[src/rtl/wdt_keyed_pkg.sv]
package wdt_keyed_pkg;
  localparam int unsigned ADDR_W  = 8;
  localparam int unsigned DATA_W  = 32;
  localparam int unsigned SHIFT_W = 4;

  localparam logic [ADDR_W-1:0] OFF_CFG  = 8'h00;
  localparam logic [ADDR_W-1:0] OFF_CNT  = 8'h08;
  localparam logic [ADDR_W-1:0] OFF_SCL  = 8'h10;
  localparam logic [ADDR_W-1:0] OFF_FEED = 8'h18;
  localparam logic [ADDR_W-1:0] OFF_KEY  = 8'h1C;
  localparam logic [ADDR_W-1:0] OFF_CMP  = 8'h20;

  localparam logic [DATA_W-1:0] UNLOCK_WORD = 32'h0051_F15E;
  localparam logic [DATA_W-1:0] FEED_WORD   = 32'h0D09_F00D;

  localparam int unsigned B_RSTEN = 8;
  localparam int unsigned B_ZCMP  = 9;
  localparam int unsigned B_ENA   = 12;
  localparam int unsigned B_ENW   = 13;
  localparam int unsigned B_PEND  = 28;

  typedef struct packed {
    logic [SHIFT_W-1:0] scale;
    logic               rst_en;
    logic               zero_cmp;
    logic               en_always;
    logic               en_awake;
  } cfg_t;
endpackage

[src/rtl/wdt_keyed_regs.sv]
module wdt_keyed_regs
  import wdt_keyed_pkg::*;
#(
  parameter int unsigned CNT_W     = 31,
  parameter int unsigned CMP_W     = 16,
  parameter logic [15:0] CMP_RESET = 16'hBEEF
) (
  input  logic              clk_i,
  input  logic              rst_ni,
  input  logic              req_valid_i,
  input  logic              req_we_i,
  input  logic [ADDR_W-1:0] req_addr_i,
  input  logic [DATA_W-1:0] req_wdata_i,
  output logic              rsp_valid_o,
  output logic [DATA_W-1:0] rsp_rdata_o,
  input  logic [CNT_W-1:0]  cnt_i,
  input  logic [CMP_W-1:0]  scaled_i,
  input  logic              pend_i,
  output cfg_t              cfg_o,
  output logic [CMP_W-1:0]  cmp_o,
  output logic              cfg_wr_o,
  output logic              cfg_pend_o,
  output logic              cnt_wr_o,
  output logic [CNT_W-1:0]  cnt_wdata_o,
  output logic              feed_o
);
  logic wr, guarded, accept, unlock_q;
  logic [DATA_W-1:0] rd_data;

  assign wr      = req_valid_i && req_we_i;
  assign guarded = (req_addr_i == OFF_CFG) || (req_addr_i == OFF_CNT) ||
                   (req_addr_i == OFF_FEED) || (req_addr_i == OFF_CMP);
  assign accept  = wr && guarded && unlock_q;

  always_ff @(posedge clk_i or negedge rst_ni) begin
    if (!rst_ni) begin
      unlock_q <= 1'b0;
    end else if (accept) begin
      unlock_q <= 1'b0;
    end else if (wr && req_addr_i == OFF_KEY && req_wdata_i == UNLOCK_WORD) begin
      unlock_q <= 1'b1;
    end
  end

  always_ff @(posedge clk_i or negedge rst_ni) begin
    if (!rst_ni) begin
      cfg_o <= '0;
      cmp_o <= CMP_W'(CMP_RESET);
    end else begin
      if (accept && req_addr_i == OFF_CFG) begin
        cfg_o.scale     <= req_wdata_i[SHIFT_W-1:0];
        cfg_o.rst_en    <= req_wdata_i[B_RSTEN];
        cfg_o.zero_cmp  <= req_wdata_i[B_ZCMP];
        cfg_o.en_always <= req_wdata_i[B_ENA];
        cfg_o.en_awake  <= req_wdata_i[B_ENW];
      end
      if (accept && req_addr_i == OFF_CMP) cmp_o <= req_wdata_i[CMP_W-1:0];
    end
  end

  assign cfg_wr_o    = accept && req_addr_i == OFF_CFG;
  assign cfg_pend_o  = req_wdata_i[B_PEND];
  assign cnt_wr_o    = accept && req_addr_i == OFF_CNT;
  assign cnt_wdata_o = req_wdata_i[CNT_W-1:0];
  assign feed_o      = accept && req_addr_i == OFF_FEED && req_wdata_i == FEED_WORD;

  always_comb begin
    rd_data = '0;
    case (req_addr_i)
      OFF_CFG: begin
        rd_data[SHIFT_W-1:0] = cfg_o.scale;
        rd_data[B_RSTEN]     = cfg_o.rst_en;
        rd_data[B_ZCMP]      = cfg_o.zero_cmp;
        rd_data[B_ENA]       = cfg_o.en_always;
        rd_data[B_ENW]       = cfg_o.en_awake;
        rd_data[B_PEND]      = pend_i;
      end
      OFF_CNT: rd_data[CNT_W-1:0] = cnt_i;
      OFF_SCL: rd_data[CMP_W-1:0] = scaled_i;
      OFF_KEY: rd_data[0]         = unlock_q;
      OFF_CMP: rd_data[CMP_W-1:0] = cmp_o;
      default: rd_data = '0;
    endcase
  end

  always_ff @(posedge clk_i or negedge rst_ni) begin
    if (!rst_ni) begin
      rsp_valid_o <= 1'b0;
      rsp_rdata_o <= '0;
    end else begin
      rsp_valid_o <= req_valid_i && !req_we_i;
      if (req_valid_i && !req_we_i) rsp_rdata_o <= rd_data;
    end
  end

  p_locked_cmp_r3: assert property (@(posedge clk_i) disable iff (!rst_ni)
    (wr && req_addr_i == OFF_CMP && !unlock_q) |=> $stable(cmp_o));
  p_relock_r3: assert property (@(posedge clk_i) disable iff (!rst_ni)
    accept |=> !unlock_q);
  p_rsp_r11: assert property (@(posedge clk_i) disable iff (!rst_ni)
    (req_valid_i && !req_we_i) |=> rsp_valid_o);
endmodule

[src/rtl/wdt_keyed_core.sv]
module wdt_keyed_core
  import wdt_keyed_pkg::*;
#(
  parameter int unsigned CNT_W = 31,
  parameter int unsigned CMP_W = 16
) (
  input  logic             clk_i,
  input  logic             rst_ni,
  input  logic             tick_i,
  input  logic             core_awake_i,
  input  cfg_t             cfg_i,
  input  logic [CMP_W-1:0] cmp_i,
  input  logic             cfg_wr_i,
  input  logic             cfg_pend_i,
  input  logic             cnt_wr_i,
  input  logic [CNT_W-1:0] cnt_wdata_i,
  input  logic             feed_i,
  output logic [CNT_W-1:0] cnt_o,
  output logic [CMP_W-1:0] scaled_o,
  output logic             pend_o,
  output logic             rst_req_o
);
  logic [CNT_W-1:0] shifted;
  logic run, match, match_q, auto_zero;

  assign shifted   = cnt_o >> cfg_i.scale;
  assign scaled_o  = shifted[CMP_W-1:0];
  assign match     = scaled_o >= cmp_i;
  assign run       = cfg_i.en_always || (cfg_i.en_awake && core_awake_i);
  assign auto_zero = match && cfg_i.zero_cmp;

  always_ff @(posedge clk_i or negedge rst_ni) begin
    if (!rst_ni) begin
      cnt_o <= '0;
    end else if (cnt_wr_i) begin
      cnt_o <= cnt_wdata_i;
    end else if (feed_i || auto_zero) begin
      cnt_o <= '0;
    end else if (run && tick_i) begin
      cnt_o <= cnt_o + CNT_W'(1);
    end
  end

  always_ff @(posedge clk_i or negedge rst_ni) begin
    if (!rst_ni) begin
      pend_o    <= 1'b0;
      match_q   <= 1'b0;
      rst_req_o <= 1'b0;
    end else begin
      if (match)         pend_o <= 1'b1;
      else if (cfg_wr_i) pend_o <= cfg_pend_i;
      match_q   <= match;
      rst_req_o <= match && !match_q && cfg_i.rst_en;
    end
  end

  p_hold_r6: assert property (@(posedge clk_i) disable iff (!rst_ni)
    (!(run && tick_i) && !cnt_wr_i && !feed_i && !auto_zero) |=> $stable(cnt_o));
  p_zero_r10: assert property (@(posedge clk_i) disable iff (!rst_ni)
    (auto_zero && !cnt_wr_i) |=> (cnt_o == '0));
  p_irq_r8: assert property (@(posedge clk_i) disable iff (!rst_ni)
    match |=> pend_o);
  p_pulse_r9: assert property (@(posedge clk_i) disable iff (!rst_ni)
    rst_req_o |=> !rst_req_o);
endmodule

[src/rtl/wdt_keyed.sv]
module wdt_keyed
  import wdt_keyed_pkg::*;
#(
  parameter int unsigned CNT_W     = 31,
  parameter int unsigned CMP_W     = 16,
  parameter logic [15:0] CMP_RESET = 16'hBEEF
) (
  input  logic              clk_i,
  input  logic              rst_ni,
  input  logic              req_valid_i,
  output logic              req_ready_o,
  input  logic              req_we_i,
  input  logic [ADDR_W-1:0] req_addr_i,
  input  logic [DATA_W-1:0] req_wdata_i,
  output logic              rsp_valid_o,
  output logic [DATA_W-1:0] rsp_rdata_o,
  input  logic              tick_i,
  input  logic              core_awake_i,
  output logic              irq_o,
  output logic              rst_req_o
);
  cfg_t             cfg;
  logic [CMP_W-1:0] cmp, scaled;
  logic [CNT_W-1:0] cnt, cnt_wdata;
  logic             cfg_wr, cfg_pend, cnt_wr, feed, pend;

  assign req_ready_o = 1'b1;
  assign irq_o       = pend;

  wdt_keyed_regs #(.CNT_W(CNT_W), .CMP_W(CMP_W), .CMP_RESET(CMP_RESET)) u_regs (
    .clk_i, .rst_ni, .req_valid_i, .req_we_i, .req_addr_i, .req_wdata_i,
    .rsp_valid_o, .rsp_rdata_o,
    .cnt_i(cnt), .scaled_i(scaled), .pend_i(pend),
    .cfg_o(cfg), .cmp_o(cmp), .cfg_wr_o(cfg_wr), .cfg_pend_o(cfg_pend),
    .cnt_wr_o(cnt_wr), .cnt_wdata_o(cnt_wdata), .feed_o(feed)
  );

  wdt_keyed_core #(.CNT_W(CNT_W), .CMP_W(CMP_W)) u_core (
    .clk_i, .rst_ni, .tick_i, .core_awake_i,
    .cfg_i(cfg), .cmp_i(cmp), .cfg_wr_i(cfg_wr), .cfg_pend_i(cfg_pend),
    .cnt_wr_i(cnt_wr), .cnt_wdata_i(cnt_wdata), .feed_i(feed),
    .cnt_o(cnt), .scaled_o(scaled), .pend_o(pend), .rst_req_o(rst_req_o)
  );
endmodule

[config.mk]
export PLATFORM = sky130hd
export DESIGN_NAME = wdt_keyed
export DESIGN_NICKNAME = d
export VERILOG_FILES = /design/src/rtl/wdt_keyed_pkg.sv /design/src/rtl/wdt_keyed_regs.sv /design/src/rtl/wdt_keyed_core.sv /design/src/rtl/wdt_keyed.sv
export SDC_FILE = /design/constraint.sdc
export NUM_CORES = 1
export LEC_CHECK = 0
export CAP_MARGIN = 20
export CORE_MARGIN = 2
export CORE_UTILIZATION = 61
export DETAILED_ROUTE_END_ITERATION = 8
export GPL_TIMING_DRIVEN = 0
export PLACE_DENSITY_LB_ADDON = 0.2
export SETUP_SLACK_MARGIN = 0.3
export SLEW_MARGIN = 20
export SYNTH_ARGS = -nofsm -noshare
export SYNTH_HDL_FRONTEND = slang
export SYNTH_SLANG_ARGS = --single-unit
[constraint.sdc]
create_clock -name clk_i -period 5.3 [get_ports clk_i]
set_input_delay 0.53 -clock clk_i [delete_from_list [all_inputs] [get_ports clk_i]]
set_output_delay 0.53 -clock clk_i [all_outputs]
set_load 0.03 [all_outputs]
======== Yosys cells after proc, flatten, opt, wreduce, memory -nomap -nowiden ========
Index checks and enable logic that the tools add are counted.
operators by class
  equality and inequality tests ........... 7
  reduce and logical (&&, ||, !) cells .... 27
  $lt $le $gt $ge ......................... 1
  multiplexer cells ....................... 17
  shift operators ......................... 1
  $add $sub $neg .......................... 1
operators with widths
  operator                                               number
  two-way mux 31 bit                                     3
  equality test 32 x 23 -> 1 bit, second input constant  1
  equality test 32 x 28 -> 1 bit, second input constant  1
  adder 31 x 1 -> 31 bit, second input constant          1
  right shift 31 x 4 -> 16 bit                           1
  equality test 8 x 5 -> 1 bit, second input constant    3
  >= comparator 16 bit                                   1
  logical AND 1 bit                                      16
  case mux 2 bit (4 select lines)                        2
  two-way mux 12 bit                                     1
  case mux 2 bit (3 select lines)                        2
  case mux 3 bit (4 select lines)                        1
  case mux 4 bit (3 select lines)                        1
  equality test 8 x 4 -> 1 bit, second input constant    1
  equality test 8 x 6 -> 1 bit, second input constant    1
  zero test 8 bit                                        1
  logical OR 1 bit                                       5
  case mux 1 bit (5 select lines)                        1
  two-way mux 1 bit                                      4
  nonzero test 2 bit                                     2
  nonzero test 3 bit                                     1
  zero test 1 bit                                        2
  two-way mux 2 bit                                      1
  case mux 1 bit (2 select lines)                        1
storage, ports and cells
  output and inout port bits .............. 36
  input port bits ......................... 46
  word-level logic and storage cells ...... 67
  register bits ........................... 91

======== Logic depth before layout (Yosys ltp) ========
  word-level depth ........................ 11
  gate-level depth with buffers ........... 17

======== Modules after synthesis ========
A second synthesis with hierarchy kept.
unflattened totals
  cells, all modules ...................... 760
  area total of the unflattened synthesis .. 6,784.0 µm²
by module, submodules not included
  module          cells an instance  times used  area an instance (µm²)
  wdt_keyed_core  487                1           3,746.1
  wdt_keyed_regs  271                1           3,026.7
  wdt_keyed       2                  1           11.3

======== Least setup slack after synthesis ========
No wires, ideal clock.
  path type ............................... register to register
  from .................................... register u_regs.cfg_o[5] (netlist bit)
  to ...................................... register u_core.cnt_o[20]
  required time ........................... 5.235 ns
  stages on the path, launching flop included .. 17
  setup slack ............................. 1.814 ns
  arrival ................................. 3.421 ns
  setup time .............................. 0.065 ns
  path buffers ............................ 4
  cell sequence ........................... dfrtp_1 -> buf_2 -> buf_2 -> buf_2 -> mux4_2 -> nand2_1 -> a21oi_1 -> a21oi_1 -> ha_1 -> nand2b_1 -> a2111oi_0 -> o21ai_0 -> a31oi_4 -> nand2_4 -> buf_6 -> o31ai_1 -> o21a_1
between the ends
  word-level cells in the longest chain between the ends .. 6
RTL lines
  item                            RTL line              source
  from (decl)                     wdt_keyed_regs.sv:19  output cfg_t cfg_o,
  right shift 31 x 4 -> 16 bit *  wdt_keyed_core.sv:26  assign shifted = cnt_o >> cfg_i.scale;
  >= comparator 16 bit *          wdt_keyed_core.sv:28  assign match = scaled_o >= cmp_i;
  logical AND 1 bit *             wdt_keyed_core.sv:30  assign auto_zero = match && cfg_i.zero_cmp;
  logical OR 1 bit *              wdt_keyed_core.sv:37  end else if (feed_i || auto_zero) begin
  two-way mux 31 bit              wdt_keyed_core.sv:37
  two-way mux 31 bit              wdt_keyed_core.sv:35  end else if (cnt_wr_i) begin
  to (signal assigned)            wdt_keyed_core.sv:36  cnt_o <= cnt_wdata_i;
  to (signal assigned)            wdt_keyed_core.sv:40  cnt_o <= cnt_o + CNT_W'(1);
  to (decl)                       wdt_keyed_core.sv:18  output logic [CNT_W-1:0] cnt_o,
Mark *: on every way between the ends. The rest lies on a longest branch, timed or not.
A chain may end at the register's enable or synchronous reset.

======== Final worst setup path ========
  from .................................... register u_regs.cfg_o[5] (netlist bit)
  to ...................................... register u_core.cnt_o[24]
Same word-level chain as after synthesis.

==> run_results.csv <==
group,metric,value,unit
run_status,status,"complete, no violations",
synthesis,synth_top_area_cell,"dfrtp_1",
synthesis,ys_ff_latch,91,
worst_setup_path,required,5.63,ns
clocking,clkTransAtPathRegs,0.10,ns
clocking,clock-sinks,91,
detailed_routing,drt_iter0_drc,548,
synthesis,yosys.cell_types.count,68,
detailed_routing,num_vias,6418,
worst_setup_path,path_buf_inv,4,
power,leakage,0.00327,µW
final_layout,diodes,0,
final_layout,final_cell_mix,"nand2_1, dfrtp_1, clkdlybuf4s50_1",
worst_setup_path,worstPathMaxFanout,10,
final_layout,layout_commonest_cell,"nand2_1",
synthesis,netlist_instances,748,
timing,skew,0.0119,ns
global_route,antenna_found_initial,0,
global_route,grt_max_degree,50,
timing,rsz0062_at_grt,"no",
place,place.gp.congestion,1.02,
worst_setup_path,critPathMaxStageDelay,0.48,ns
global_route,grt-ovfl-total,0,
final_layout,areaGrowthSynthToFinish,18.7,%
timing,finalMaxSlewViolations,0,
synthesis,synth_area_per_cell,8.54,µm²
place,io_buffers,78,
synthesis,ys_seq_area_frac,0.359,
power,p_sw_frac,0.263,
synthesis,syn_area,0.00639,mm²
timing,fmax,225,MHz
timing,setup_tns,0,ns
worst_setup_path,crit_top_cell,"buf_2",
clocking,cts_tree,"built",
synthesis,ys.warnings.count,0,
clocking,cts_resized,0,
clocking,clock_latency,0.39,ns
detailed_routing,wl_per_cell,22.1,µm
place,placed_cells,963,
timing,worstMarginPinSlew,1.01,ns
clocking,post_cts_buffers,0,
detailed_routing,drcViolationCount,0,
worst_setup_path,crit_slowest_cell,"a31oi_4",
floorplan,dieArea,0.0113,mm²
synthesis,synth_top_area_share,0.305,
detailed_routing,drt.antenna.violating_nets,0,
worst_setup_path,crit_family,"compound AO/OA/AOI/OAI gates",
final_layout,fin_nets,901,
power,p_per_area,184,mW/mm²
clocking,cts_hold_buf,0,
power,seqPwrFrac,0.507,
hold_path,hold_class,"primary input to asynchronous set/reset pin",
timing,slew_headroom,0.320,
clocking,htreeDepth,3,
timing,period_share,0.840,
job,cap_violations,0,
floorplan,num_rows,37,
timing,period_needed,4.45,ns
global_route,grt_pass1_vias,6253,
synthesis,synth-async-reset-ratio,1.00,
detailed_routing,routed_wl,21600,µm
timing,setup_violations,0,
synthesis,synth_area_leaders,"dfrtp_1, nand2_1, dfstp_2",
detailed_routing,firstDrtPassIters,5,
worst_setup_path,cp.arrival,4.79,ns
power,clkPwrFrac,0.391,
detailed_routing,top_layer,"met4",
floorplan,start_util,0.625,
power,intPower,1030,µW
power,switchingPower,367,µW
floorplan,core,0.0102,mm²
final_layout,final_cells,979,
clocking,cts_root_buf,"clkbuf_8",
place,hpwl,16400,µm
global_route,grt_pass1_wl,33300,µm
clocking,cts-buffers-inserted,9,
timing,hold_ws,0.132,ns
power,comb_power_share,0.102,
floorplan,ios,82,
worst_setup_path,critPathKind,"register to register",
global_route,grt.total_usage,0.390,
detailed_routing,route.met2.wl,9770,µm
floorplan,die_x,106,µm
worst_setup_path,crit_chain,"buf_2 > buf_2 > buf_2 > mux2i_1 > nand2_1 > o211ai_1 > a21oi_1 > a21oi_1 > ha_1 > nand2b_1 > a2111oi_0 > o21ai_0 > a31oi_4 > nand2_4 > buf_6 > o31ai_1 > o21a_1",
final_layout,final.fill_count,762,
synthesis,synth_nets,811,
detailed_routing,drt-met1-wl,8190,µm
power,worst_ir_drop_vdd,116,µV
worst_setup_path,start_kind,"register",
timing,final_hold_viol_count,0,
synthesis,synth_flop_cell,"dfrtp_1",
detailed_routing,wl_met3,2560,µm
detailed_routing,vias_per_cell,6.56,
worst_setup_path,endpoint_kind,"register",
final_layout,layout-drive-gt1-share,0.123,
clocking,cts_buffer_depth,2,
synthesis,synth_enable_flop_cells,0,
floorplan,die_h,106,µm
area by class of cell:
type / instances / area (µm²) / share of cell area
inverters: 26 / 97.6 / 0.0129
clock buffers: 10 / 128 / 0.0168
well taps: 136 / 170 / 0.0224
clock inverters: 6 / 88.8 / 0.0117
repair buffers: 79 / 806 / 0.106
plain buffers: 63 / 303 / 0.0399
flip-flops and latches: 91 / 2290 / 0.302
multi-input cells: 568 / 3700 / 0.487
worst paths after layout:
check	end	slack [ns]	cells past startpoint	start
max	u_core.cnt_o[24]	0.85	17	u_regs.cfg_o[5]
max reg2reg	u_core.cnt_o[24]	0.85	17	u_regs.cfg_o[5]
min	u_regs.cmp_o[8]	0.13	1	rst_ni
min in group clk_i	u_core.rst_req_o	0.44	1	u_core.match_q
min reg2reg	u_core.rst_req_o	0.44	1	u_core.match_q
max in group asynchronous	u_regs.cmp_o[0]	4.48	2	rst_ni
worst reg2reg max path, cell delays in order (launching register included):
cell and delay, ns:
dfrtp_1 0.33, buf_2 0.21, buf_2 0.28, buf_2 0.31, mux2i_1 0.23, nand2_1 0.08
o211ai_1 0.12, a21oi_1 0.10, a21oi_1 0.30, ha_1 0.29, nand2b_1 0.16, a2111oi_0 0.43
o21ai_0 0.28, a31oi_4 0.48, nand2_4 0.19, buf_6 0.21, o31ai_1 0.25, o21a_1 0.15
power groups by stage:
stage | registers, µW | clock network, µW | logic, µW
after floorplan | 738 | 0 | 29.8
after global placement | 721 | 0 | 136
after detailed placement | 721 | 0 | 140
after CTS | 708 | 545 | 141
after global routing | 709 | 562 | 150
final | 708 | 546 | 143
synth_stat cells (8+ instances only):
cell / instances
a21oi_1: 38
a221oi_1: 15
buf_1: 8
buf_2: 15
clkbuf_1: 29
dfrtp_1: 78
dfstp_2: 13
ha_1: 17
inv_1: 26
mux2_2: 14
mux2i_1: 33
mux4_2: 15
nand2_1: 153
nand3_1: 31
nor2_1: 47
nor3_1: 9
o211ai_1: 10
o21a_1: 18
o21ai_0: 54
per-layer routing:
metal | global-route usage | up-vias
met5 | 0 | -
met4 | 0.211 | 0
met2 | 0.612 | 420
met1 | 0.512 | 3052
li1 | - | 2860
met3 | 0.0766 | 86
flip-flops by register name, indices dropped and copies added (netlist names):
name and cells:
u_regs.rsp_rdata_o 31, u_regs.cfg_o 8, u_core.cnt_o 31, u_core.rst_req_o 1
u_regs.cmp_o 16, u_regs.rsp_valid_o 1, u_core.match_q 1, u_regs.unlock_q 1
u_core.pend_o 1
per-stage QoR:
step	area [µm²]	setup slack, ns	power [µW]	utilization
detailed placement	7370	0.979	861	0.720
floorplan	6390	1.81	768	-
global placement	7340	0.444	857	0.718
CTS	7580	0.946	1390	0.741
global route	7580	0.602	1420	0.741
finish	7580	0.849	1400	0.741
logic make-up (layout without fill, tap and decap cells):
family	Yosys count	after routing	synth area share
compound gates	191	191	0.198
buf+inv	89	184	0.0627
other cells	2	2	0.00118
xor+xnor	2	2	0.00274
simple gates	294	294	0.214
mux	62	62	0.129
flops	91	91	0.359
fa+ha+maj	17	17	0.0333
No activity file was read; power rests on OpenSTA's default activity.
